===== config.mk =====
export PLATFORM = sky130hd
export DESIGN_NAME = edo_dq_drive_ctrl
export DESIGN_NICKNAME = d
export VERILOG_FILES = /design/src/rtl/edo_drv_pkg.sv /design/src/rtl/edo_strobe_sampler.sv /design/src/rtl/edo_oe_release.sv /design/src/rtl/edo_write_strobe.sv /design/src/rtl/edo_dq_drive_ctrl.sv
export SDC_FILE = /design/constraint.sdc
export NUM_CORES = 1
export LEC_CHECK = 0
export ABC_AREA = 1
export CORE_AREA = 2 2 39 41
export CTS_BUF_LIST = sky130_fd_sc_hd__clkbuf_16
export CTS_CLUSTER_DIAMETER = 150
export DETAILED_ROUTE_END_ITERATION = 12
export DIE_AREA = 0 0 41 43
export HOLD_SLACK_MARGIN = 0.15
export MAX_ROUTING_LAYER = met4
export REMOVE_ABC_BUFFERS = 1
export SLEW_MARGIN = 25
export SYNTH_ARGS = -nofsm -noshare
export SYNTH_HDL_FRONTEND = slang
export SYNTH_SLANG_ARGS = --single-unit

===== constraint.sdc =====
create_clock -name clk -period 1.9 [get_ports clk]
set_input_delay 0.19 -clock clk [delete_from_list [all_inputs] [get_ports clk]]
set_output_delay 0.19 -clock clk [all_outputs]
set_load 0.02 [all_outputs]

===== src/rtl/edo_drv_pkg.sv =====
package edo_drv_pkg;

   // Sampled strobe bundle, all active low
   typedef struct packed {
      logic ras_n;
      logic cas_n;
      logic we_n;
      logic oe_n;
   } edo_strb_t;

   localparam edo_strb_t STRB_IDLE = '{ras_n: 1'b1, cas_n: 1'b1, we_n: 1'b1, oe_n: 1'b1};

   function automatic int unsigned max2(input int unsigned a, input int unsigned b);
      return (a > b) ? a : b;
   endfunction

endpackage


===== src/rtl/edo_strobe_sampler.sv =====
module edo_strobe_sampler
   import edo_drv_pkg::*;
#(
   parameter int unsigned SYNC_STAGES = 0
) (
   input  logic      clk,
   input  logic      rst_n,
   input  edo_strb_t raw,
   output edo_strb_t smp,
   output logic      cas_fall,
   output logic      cas_rise,
   output logic      we_fall
);

   if (SYNC_STAGES > 3) begin : g_bad_sync
      $error("SYNC_STAGES must be 0..3");
   end

   if (SYNC_STAGES == 0) begin : g_direct
      assign smp = raw;
   end else begin : g_sync
      edo_strb_t chain [SYNC_STAGES];
      for (genvar i = 0; i < SYNC_STAGES; i++) begin : g_stage
         always_ff @(posedge clk) begin
            if (!rst_n) chain[i] <= STRB_IDLE;
            else if (i == 0) chain[i] <= raw;
            else chain[i] <= chain[(i == 0) ? 0 : i - 1];
         end
      end
      assign smp = chain[SYNC_STAGES-1];
   end

   edo_strb_t prev_q;

   always_ff @(posedge clk) begin
      if (!rst_n) prev_q <= STRB_IDLE;
      else        prev_q <= smp;
   end

   assign cas_fall = prev_q.cas_n & ~smp.cas_n;
   assign cas_rise = ~prev_q.cas_n & smp.cas_n;
   assign we_fall  = prev_q.we_n & ~smp.we_n;

endmodule


===== src/rtl/edo_oe_release.sv =====
module edo_oe_release
   import edo_drv_pkg::*;
#(
   parameter int unsigned OE_HOLD  = 2,
   parameter int unsigned OE_PULSE = 2
) (
   input  logic      clk,
   input  logic      rst_n,
   input  edo_strb_t smp,
   input  logic      cas_fall,
   input  logic      cas_rise,
   output logic      rel_nx,
   output logic      rel_q
);

   localparam int unsigned CNT_MAX = max2(OE_HOLD, OE_PULSE);
   localparam int unsigned CNT_W   = $clog2(CNT_MAX + 1);
   localparam logic [CNT_W-1:0] HOLD_T  = CNT_W'(OE_HOLD);
   localparam logic [CNT_W-1:0] PULSE_T = CNT_W'(OE_PULSE);
   localparam logic [CNT_W-1:0] SAT     = CNT_W'(CNT_MAX);

   if (OE_HOLD < 1) begin : g_bad_hold
      $error("OE_HOLD must be at least 1");
   end
   if (OE_PULSE < 1) begin : g_bad_pulse
      $error("OE_PULSE must be at least 1");
   end

   logic [CNT_W-1:0] cnt_q, cnt_nx;
   logic             run_q, run_nx;
   logic             oe_hi, cas_hi, closing;
   logic [CNT_W-1:0] thr;

   assign oe_hi   = smp.oe_n;
   assign cas_hi  = smp.cas_n;
   assign closing = smp.ras_n & smp.cas_n;

   // run_nx: the current output-enable-high run began at the column rise
   always_comb begin
      if (cas_rise)            run_nx = oe_hi;
      else if (!oe_hi || !cas_hi) run_nx = 1'b0;
      else                     run_nx = run_q;
   end

   always_comb begin
      if (cas_hi && oe_hi) cnt_nx = (cnt_q == SAT) ? SAT : cnt_q + 1'b1;
      else                 cnt_nx = '0;
   end

   assign thr = run_nx ? HOLD_T : PULSE_T;

   always_comb begin
      if (closing)                                rel_nx = 1'b0;
      else if (cas_fall)                          rel_nx = 1'b0;
      else if (cas_hi && oe_hi && cnt_nx >= thr)  rel_nx = 1'b1;
      else if (cas_hi && !smp.we_n)               rel_nx = 1'b1;
      else                                        rel_nx = rel_q;
   end

   always_ff @(posedge clk) begin
      if (!rst_n) begin
         cnt_q <= '0;
         run_q <= 1'b0;
         rel_q <= 1'b0;
      end else begin
         cnt_q <= cnt_nx;
         run_q <= run_nx;
         rel_q <= rel_nx;
      end
   end

   assert_fall_clears_R8: assert property (@(posedge clk) disable iff (!rst_n)
      cas_fall |=> !rel_q);

   assert_close_clears_R9: assert property (@(posedge clk) disable iff (!rst_n)
      closing |=> !rel_q);

endmodule


===== src/rtl/edo_write_strobe.sv =====
module edo_write_strobe
   import edo_drv_pkg::*;
(
   input  logic      clk,
   input  logic      rst_n,
   input  edo_strb_t smp,
   input  logic      cas_fall,
   input  logic      we_fall,
   output logic      wr_q
);

   logic wr_nx;

   assign wr_nx = ~smp.ras_n & ~smp.cas_n & ~smp.we_n & (cas_fall | we_fall);

   always_ff @(posedge clk) begin
      if (!rst_n) wr_q <= 1'b0;
      else        wr_q <= wr_nx;
   end

   assert_wr_single_R10: assert property (@(posedge clk) disable iff (!rst_n)
      wr_q |=> !wr_q);

endmodule


===== src/rtl/edo_dq_drive_ctrl.sv =====
module edo_dq_drive_ctrl
   import edo_drv_pkg::*;
#(
   parameter int unsigned OE_HOLD     = 2,
   parameter int unsigned OE_PULSE    = 2,
   parameter int unsigned SYNC_STAGES = 0
) (
   input  logic clk,
   input  logic rst_n,
   input  logic ras_n,
   input  logic cas_n,
   input  logic we_n,
   input  logic oe_n,
   output logic dq_oe,
   output logic wr_strobe
);

   edo_strb_t raw, smp;
   logic      cas_fall, cas_rise, we_fall;
   logic      rel_nx, rel_q;
   logic      rd_q, rd_nx;
   logic      drv_nx;

   assign raw = '{ras_n: ras_n, cas_n: cas_n, we_n: we_n, oe_n: oe_n};

   edo_strobe_sampler #(.SYNC_STAGES(SYNC_STAGES)) u_smp (
      .clk      (clk),
      .rst_n    (rst_n),
      .raw      (raw),
      .smp      (smp),
      .cas_fall (cas_fall),
      .cas_rise (cas_rise),
      .we_fall  (we_fall)
   );

   edo_oe_release #(.OE_HOLD(OE_HOLD), .OE_PULSE(OE_PULSE)) u_rel (
      .clk      (clk),
      .rst_n    (rst_n),
      .smp      (smp),
      .cas_fall (cas_fall),
      .cas_rise (cas_rise),
      .rel_nx   (rel_nx),
      .rel_q    (rel_q)
   );

   edo_write_strobe u_wr (
      .clk      (clk),
      .rst_n    (rst_n),
      .smp      (smp),
      .cas_fall (cas_fall),
      .we_fall  (we_fall),
      .wr_q     (wr_strobe)
   );

   // Read access: opened by a column fall with row low and write high
   always_comb begin
      if (smp.ras_n && smp.cas_n) rd_nx = 1'b0;
      else if (cas_fall)          rd_nx = ~smp.ras_n & smp.we_n;
      else                        rd_nx = rd_q;
   end

   assign drv_nx = rd_nx & ~rel_nx & ~smp.oe_n & smp.we_n;

   always_ff @(posedge clk) begin
      if (!rst_n) begin
         rd_q  <= 1'b0;
         dq_oe <= 1'b0;
      end else begin
         rd_q  <= rd_nx;
         dq_oe <= drv_nx;
      end
   end

   assert_drive_gate_R2: assert property (@(posedge clk) disable iff (!rst_n)
      dq_oe |-> $past(!smp.oe_n && smp.we_n));

   assert_close_off_R9: assert property (@(posedge clk) disable iff (!rst_n)
      (smp.ras_n && smp.cas_n) |=> !dq_oe);

   assert_early_write_off_R6: assert property (@(posedge clk) disable iff (!rst_n)
      (cas_fall && !smp.we_n) |=> !dq_oe);

   assert_refresh_order_off_R12: assert property (@(posedge clk) disable iff (!rst_n)
      (cas_fall && smp.ras_n) |=> !dq_oe);

endmodule


==> results of run 1 <==
[cells by family (layout without fill, tap and decap cells)]
logic type | Yosys count | count (layout)
DFF | 8 | 8
AOI/OAI and AO/OA | 1 | 1
buffers and inverters | 9 | 19
adders and majority gates | 1 | 1
and+or+nand+nor | 26 | 26
[tightest hold or removal path: stages (launching register included)]
cell,delay (ns)
dfxtp_1,0.29
a21oi_1,0.11
nor3_1,0.05
[per-stage QoR]
step	setup slack [ns]	instances	util [%]	area (µm²)
after floorplan	0.888	45	-	342
after global placement	0.614	68	31.2	432
after detailed placement	0.603	68	31.2	432
after CTS	0.576	71	36.6	507
after global routing	0.542	71	36.6	507
final	0.587	71	36.6	507
[area by class of cell]
type | count | area (µm²)
clock buffer | 3 | 75.1
multi-input combinational | 28 | 148
sequential | 8 | 160
tap | 16 | 20.0
inverter | 9 | 33.8
timing repair buffer | 7 | 70.1
fill | 150 | 877
[state kept, by name, indices dropped and copies added (netlist names)]
register / count
u_smp.prev_q: 2
u_rel.cnt_q: 2
u_rel.rel_q: 1
rd_q: 1
u_wr.wr_q: 1
dq_oe: 1
[routing by layer]
metal  GRT usage, %  up-vias  routed length [µm]
met5              -        -                   0
met4           10.0        0                  31
met3           6.28        5                  62
met2           13.1       14                 244
met1           9.77      126                 261
li1               -      153                   -
[where the power goes]
group	leakage (nW)	switching, W	internal, W	total, W
clock network	0.0370	0.0000765	0.000271	0.000347
registers	0.0656	0.00000194	0.000176	0.000178
logic	0.124	0.0000271	0.0000215	0.0000486
total	0.226	0.000105	0.000468	0.000573
[layout by cell type, fill, tap and decap left out]
cell	count
inv_2	2
nor3_1	2
nor2_2	2
inv_1	7
nor2_1	5
ha_1	1
nand3_2	1
nor3_2	1
clkdlybuf4s50_1	7
nand2_2	2
clkbuf_16	3
a21oi_1	1
dfxtp_1	8
nand2_4	1
nand2_1	12
[final timing paths]
check	startpoint	to	slack, ns	depth (start not counted)
hold / removal	u_smp.prev_q[1]	u_wr.wr_q	0.49	2
setup / recovery	u_wr.wr_q	wr_strobe	0.59	1
setup reg to reg	u_rel.cnt_q[0]	dq_oe	0.83	7
hold reg to reg	u_smp.prev_q[1]	u_wr.wr_q	0.49	2
==> run metrics, run 1 <==
initial core utilization 24.7%; largest net degree at the start of global routing 6; 1st-pass router iterations 4; Mapped Avg Cell Area 7.59 µm²; vias 298; Synth top area share 46.9%; Synth Flop Type dfxtp_1; setup bufs post-CTS 0; clock sinks 8; adder-cell area share of the yosys netlist 3.66%; Leak 0.226 nW; Hold Path Class reg2reg; top-level port count 8; worst hold slack 0.492 ns; vias in the first global route 277; share of layout cells above drive strength 1 21.8%; Yosys cell types 13; worst path buffer plus inverter count 1; flops & latches, synth 8; port buffer count 7; final WL 600 µm; synth top area cells dfxtp_1 47%, nand2_1 13%, inv_1 7.7%; Clock Tree Buf Depth 2; Root Buffer clkbuf_16; Post-synth EDFFs 0; Starting DRT DRC Count 11; xor/xnor cell area share of the yosys netlist 0%; Top delay family on crit path buffers and inverters; kind of critical path reg2out; TNS Setup 0 ns; crit-path max FO 1; dpl hpwl 468 µm; async set-reset flop share out of synthesis 0%; Worst path max stage delay 0.59 ns; DRT antenna net count 0; Congestion Overflow GR 0; Final Cycle Share 69.1%; Final Hold Viols 0; Core Footprint 1380 µm²; die height 43 µm; yosys warns 0; DR vias/cell 4.20; leading cell type by number of instances after synthesis nand2_1; crit end category output pin; Cell Rows 14; cell area power density 1130 nW/µm²; register area share after synthesis 46.9%; area grow syn2layout 48.4%; die area 1760 µm²; crit path DAT 1.12 ns; Max stage delay cell, worst path clkdlybuf4s50_1; CTS tree built; Die X-Extent 41 µm; unrepaired setup endpoints after global routing false; Post-Synth Simple-Gate Area 38.1%; diode count 0; combinational family with the most area after synthesis simple AND/OR/NAND/NOR gates; CTS Buf Count 3; Slew @ Worst Pin 0.210 ns; Avg WL per Cell 8.45 µm; Cells after Synth 45; CP startpoint kind register; initial antenna violation count 0; fin nets 64; Tot GR Track Use 10.2%; first-pass GRT wire length 1060 µm; mapped cell area 342 µm²; final setup vio count 0; crit-path cells clkdlybuf4s50_1; maximum clock rate 0.762 GHz; GPL Wtd Cong 0.663; # resized after CTS 0; Synth Area in Compound Gates 1.47%; max-slew violation count 0; largest area contributor in the netlist dfxtp_1; top cells by count, synth 12 x nand2_1, 8 x dfxtp_1, 7 x inv_1; mux cell area share after synthesis 0%; Pwr Total 0.000573 W; minimum clock period 1.31 ns; worst clock skew 0.00221 ns; Worst-path clk slew 0.04 ns; Peak supply drop 0.417 mV; Rel. slew slack 85.9%; Clock Latency Late Sink 0.23 ns; Post-route DRC 0; # hold bufs at CTS 0; Max Cap Viol 0; status completed; Worst Path Required 1.71 ns; CTS H-tree depth 1
(Power assumes the default switching activity.)
==> inputs of run 2 (changes only) <==
clock period = 1.3 ns   (was 1.9 ns; I/O delays follow)
==> run 2 against run 1 <==
Combinational power up 45%. Register-to-register slack worse by 0.61 ns. Clock skew about the same. Worst setup slack worse by 0.53 ns. Power up 46%. Hold slack better by 0.0015 ns. Via count down 3.7%. Highest routed layer unchanged. Sequential power up 46%.
==> run metrics, run 2 (synthesized netlist as in run 1, its figures left out) <==
CTS tree built; RR Endpoint dq_oe; share of layout cells above drive strength 1 21.8%; initial antenna violation count 0; kind of critical path reg2out; unrepaired setup endpoints after global routing false; vias 287; Final Hold Viols 0; Cell Rows 14; worst hold slack 0.493 ns; Tot GR Track Use 10.8%; CP endpoint dq_oe; Root Buffer clkbuf_16; Place WS 0.0782 ns; Die X-Extent 41 µm; Reg area 160 µm²; TNS Setup 0 ns; Core Footprint 1380 µm²; first-pass GRT wire length 1100 µm; CP startpoint kind register; biggest regs u_rel.cnt_q x2, u_smp.prev_q x2; Worst-path clk slew 0.04 ns; die area 1760 µm²; CTS H-tree depth 1; Clock Latency Late Sink 0.23 ns; crit path DAT 1.11 ns; Avg WL per Cell 8.46 µm; Starting DRT DRC Count 3; port buffer count 7; Top delay family on crit path buffers and inverters; Crit path depth 1; Worst path max stage delay 0.59 ns; Worst Path Required 1.17 ns; # hold bufs at CTS 0; clock sinks 8; status completed; minimum clock period 1.24 ns; largest net degree at the start of global routing 6; Multi-input gate area 148 µm²; maximum clock rate 0.805 GHz; Hold Path Class reg2reg; # fillers 152; FF-to-FF path depth 7; worst clock skew 0.00212 ns; crit end category output pin; most frequent cells in the layout 12 x nand2_1, 8 x dfxtp_1, 7 x inv_1, 7 x clkdlybuf4s50_1, 5 x nor2_1; hold path depth 2; Leak 0.226 nW; worst path buffer plus inverter count 1; crit-path cells clkdlybuf4s50_1; crit-path max FO 1; CTS Buf Count 3; 1st-pass router iterations 4; CP startpoint dq_oe; Worst R2R Start u_rel.cnt_q[1]; final setup vio count 0; diode count 0; cell area power density 1660 nW/µm²; post-place instance area 432 µm²; # resized after CTS 0; r2r setup slk 0.22 ns; Final Cycle Share 95.5%; vias in the first global route 278; initial core utilization 24.7%; DR vias/cell 4.04; Max stage delay cell, worst path clkdlybuf4s50_1; die height 43 µm; Clock Tree Buf Depth 2; final WL 601 µm; dpl hpwl 455 µm; Rel. slew slack 86.2%; GPL Wtd Cong 0.650; design area 507 µm²; DRT antenna net count 0; Slew @ Worst Pin 0.207 ns; area grow syn2layout 48.4%; top-level port count 8; most common library cell in the layout ignoring fill and taps nand2_1; setup ws final 0.0582 ns; Max Cap Viol 0; setup bufs post-CTS 0; max-slew violation count 0; Post-route DRC 0; fin nets 64; Peak supply drop 0.645 mV; Congestion Overflow GR 0
## run 2: cell counts in the layout (fill, tap and decap cells not counted)
Identical to the previous run, type by type.
## run 2: layout make-up
type / instances / share of cell area (%)
Clock buffer: 3 / 14.8
Inverter: 9 / 6.67
Multi-Input combinational cell: 28 / 29.1
Sequential cell: 8 / 31.6
Tap cell: 16 / 3.95
Timing Repair Buffer: 7 / 13.8
## run 2: how the worst min path moves through the flow
| stage | end | start | slack [ns] |
|---|---|---|---|
| 2_1_floorplan | u_smp.prev_q[1] | rst_n | 0.20 |
| 3_3_place_gp | u_wr.wr_q | u_smp.prev_q[1] | 0.48 |
| 3_5_place_dp | u_wr.wr_q | u_smp.prev_q[1] | 0.49 |
| 4_1_cts | u_wr.wr_q | u_smp.prev_q[1] | 0.49 |
| 5_1_grt | u_wr.wr_q | u_smp.prev_q[1] | 0.54 |
| 6_report | u_wr.wr_q | u_smp.prev_q[1] | 0.49 |
## run 2: worst register-to-register path: stages, from the launching register on
cell and delay (ns):
dfxtp_1 0.30, inv_1 0.04, ha_1 0.27, inv_1 0.05
nor2_1 0.13, nor2_2 0.06, nor2_1 0.08, nor2_1 0.05
## run 2: per-layer routing
metal	part of all wire, %	GRT usage, %	wire (µm)
met5	0	-	0
met4	7.5	14.0	45
met3	9.8	4.71	59
met2	40	13.4	239
met1	43	10.3	256
## run 2: where the power goes
part,switching (W),internal [W]
registers,0.00000270,0.000257
logic,0.0000390,0.0000315
clock network,0.000113,0.000396
## run 2: stage by stage
stage          power, W  util (%)  std cells
2_1_floorplan  0.000305         -         45
5_1_grt        0.000871      36.6         71
3_5_place_dp   0.000334      31.2         68
4_1_cts        0.000853      36.6         71
3_3_place_gp   0.000334      31.2         68
6_report       0.000839      36.6         71
==> inputs of run 3 (changes only) <==
PLACE_DENSITY = 0.5   (was unset)
==> run 3 against run 2 <==
Clock power about the same. Critical path depth unchanged. Register-to-register slack about the same. Sequential share of layout area down 0.61 points. Hold slack worse by 0.0057 ns. Die area unchanged. Wire length up 4.7%. Via count down 5.2%. Power up 0.42%. Clock skew down 0.00051 ns. Combinational power up 3.0%. Critical path type unchanged. Largest cell class unchanged.
==> run metrics, run 3 (synthesized netlist as in run 1, its figures left out) <==
1st-pass router iterations 2; maximum clock rate 0.801 GHz; design area 517 µm²; dpl hpwl 471 µm; final setup vio count 0; die height 43 µm; most frequent cells in the layout 12 x nand2_1, 8 x dfxtp_1, 7 x inv_1; fin nets 65; initial antenna violation count 0; Clock Latency Late Sink 0.23 ns; Final Cycle Share 96.0%; CTS H-tree depth 1; Congestion Overflow GR 0; worst path buffer plus inverter count 1; Die X-Extent 41 µm; Worst R2R Start u_rel.cnt_q[1]; DR vias/cell 3.78; largest net degree at the start of global routing 6; crit-path cells clkdlybuf4s50_1; Seq pwr share 30.8%; CTS Buf Count 3; Final Hold Viols 0; GPL Wtd Cong 0.646; final WL 629 µm; Hold Crit Endpoint u_wr.wr_q; CTS tree built; Avg WL per Cell 8.74 µm; die area 1760 µm²; sw power 0.000157 W; hold_sp u_smp.prev_q[1]; setup bufs post-CTS 0; Cell Rows 14; minimum clock period 1.25 ns; Worst-path clk slew 0.04 ns; Rel. slew slack 85.1%; status completed; RR Endpoint dq_oe; Leak 0.249 nW; crit path DAT 1.12 ns; Layout Cells excl Fill 72; # hold bufs at CTS 0; Slew @ Worst Pin 0.223 ns; CP startpoint kind register; Peak supply drop 0.872 mV; DRT antenna net count 0; post-place instance area 439 µm²; port buffer count 7; Starting DRT DRC Count 3; first-pass GRT wire length 1010 µm; Tot GR Track Use 9.70%; Place WS 0.0975 ns; post-placement cell count 69; top-level port count 8; Internal 0.000686 W; TNS Setup 0 ns; hold path depth 2; Worst path max stage delay 0.59 ns; crit end category output pin; kind of critical path reg2out; Crit path depth 1; most common library cell in the layout ignoring fill and taps nand2_1; initial core utilization 24.7%; max-slew violation count 0; Post-route DRC 0; worst clock skew 0.00161 ns; Clock Tree Buf Depth 2; Top delay family on crit path buffers and inverters; Root Buffer clkbuf_16; area grow syn2layout 51.3%; Gate power share 8.6%; Hold Path Class reg2reg; setup ws final 0.0523 ns; Max stage delay cell, worst path clkdlybuf4s50_1; Net Sw Frac 18.6%; crit-path max FO 1; FF-to-FF path depth 7; unrepaired setup endpoints after global routing false; Core Footprint 1380 µm²; biggest regs u_rel.cnt_q x2, u_smp.prev_q x2; r2r setup slk 0.22 ns; vias 272; clock sinks 8; Max Cap Viol 0; cell area power density 1630 nW/µm²; Worst Path Required 1.17 ns; clock network power share 60.6%; share of layout cells above drive strength 1 23.2%; diode count 0; vias in the first global route 254
## run 3: changes by cell type in the layout (fill, tap and decap cells not counted), sizes merged
| cell | change |
|---|---|
| buf | +1 |
| dlymetal6s2s | +1 |
| clkdlybuf4s50 | -1 |
## run 3: final cells by class
type,count,area [µm²]
clock buffers,3,75.1
fillers,153,867
inverters,9,33.8
multi-input cells,28,148
flip-flops and latches,8,160
well taps,16,20.0
repair buffers,8,80.1
## run 3: worst max-delay path by stage
stage                              start  endpoint
final                              dq_oe     dq_oe
after global routing               dq_oe     dq_oe
after CTS                          dq_oe     dq_oe
after detailed placement           cas_n     dq_oe
after global placement             cas_n     dq_oe
after floorplan           u_rel.cnt_q[0]     dq_oe
## run 3: power groups by stage
stage          clock network, W  registers (W)  logic [W]
6_report               0.000510       0.000260  0.0000727
5_1_grt                0.000536       0.000261  0.0000820
4_1_cts                0.000524       0.000260  0.0000743
3_5_place_dp                  0       0.000263  0.0000730
3_3_place_gp                  0       0.000263  0.0000738
2_1_floorplan                 0       0.000265  0.0000403
## run 3: timing repair
| item | 4_1_cts | 5_1_grt |
|---|---|---|
| endpoints found under the setup margin | 0 | 1 |
| resized for setup | 0 | 1 |
| hold endpoints to repair | 0 | 0 |
## run 3: metal layers
layer  global-route usage (%)  wire length [µm]  vias up
met3                     6.28                57        2
met5                        -                 0        -
met4                     8.00                19        0
met2                     10.0               246       10
li1                         -                 -      155
met1                     12.3               307      105
## run 3: worst register-to-register path: cells and delay by family, from the launching register on
| kind | cells | cell delay (ns) |
|---|---|---|
| flops | 1 | 0.30 |
| simple gates | 4 | 0.34 |
| buf+inv | 2 | 0.09 |
| fa+ha+maj | 1 | 0.26 |
## run 3: through the flow
| step | utilization [%] | hold WS [ns] | power [W] |
|---|---|---|---|
| 6_report | 37.3 | 0.488 | 0.000842 |
| 5_1_grt | 37.3 | 0.543 | 0.000879 |
| 4_1_cts | 37.2 | 0.487 | 0.000858 |
| 3_5_place_dp | 31.7 | 0.481 | 0.000337 |
| 3_3_place_gp | 31.7 | 0.479 | 0.000337 |
| 2_1_floorplan | - | 0.199 | 0.000305 |
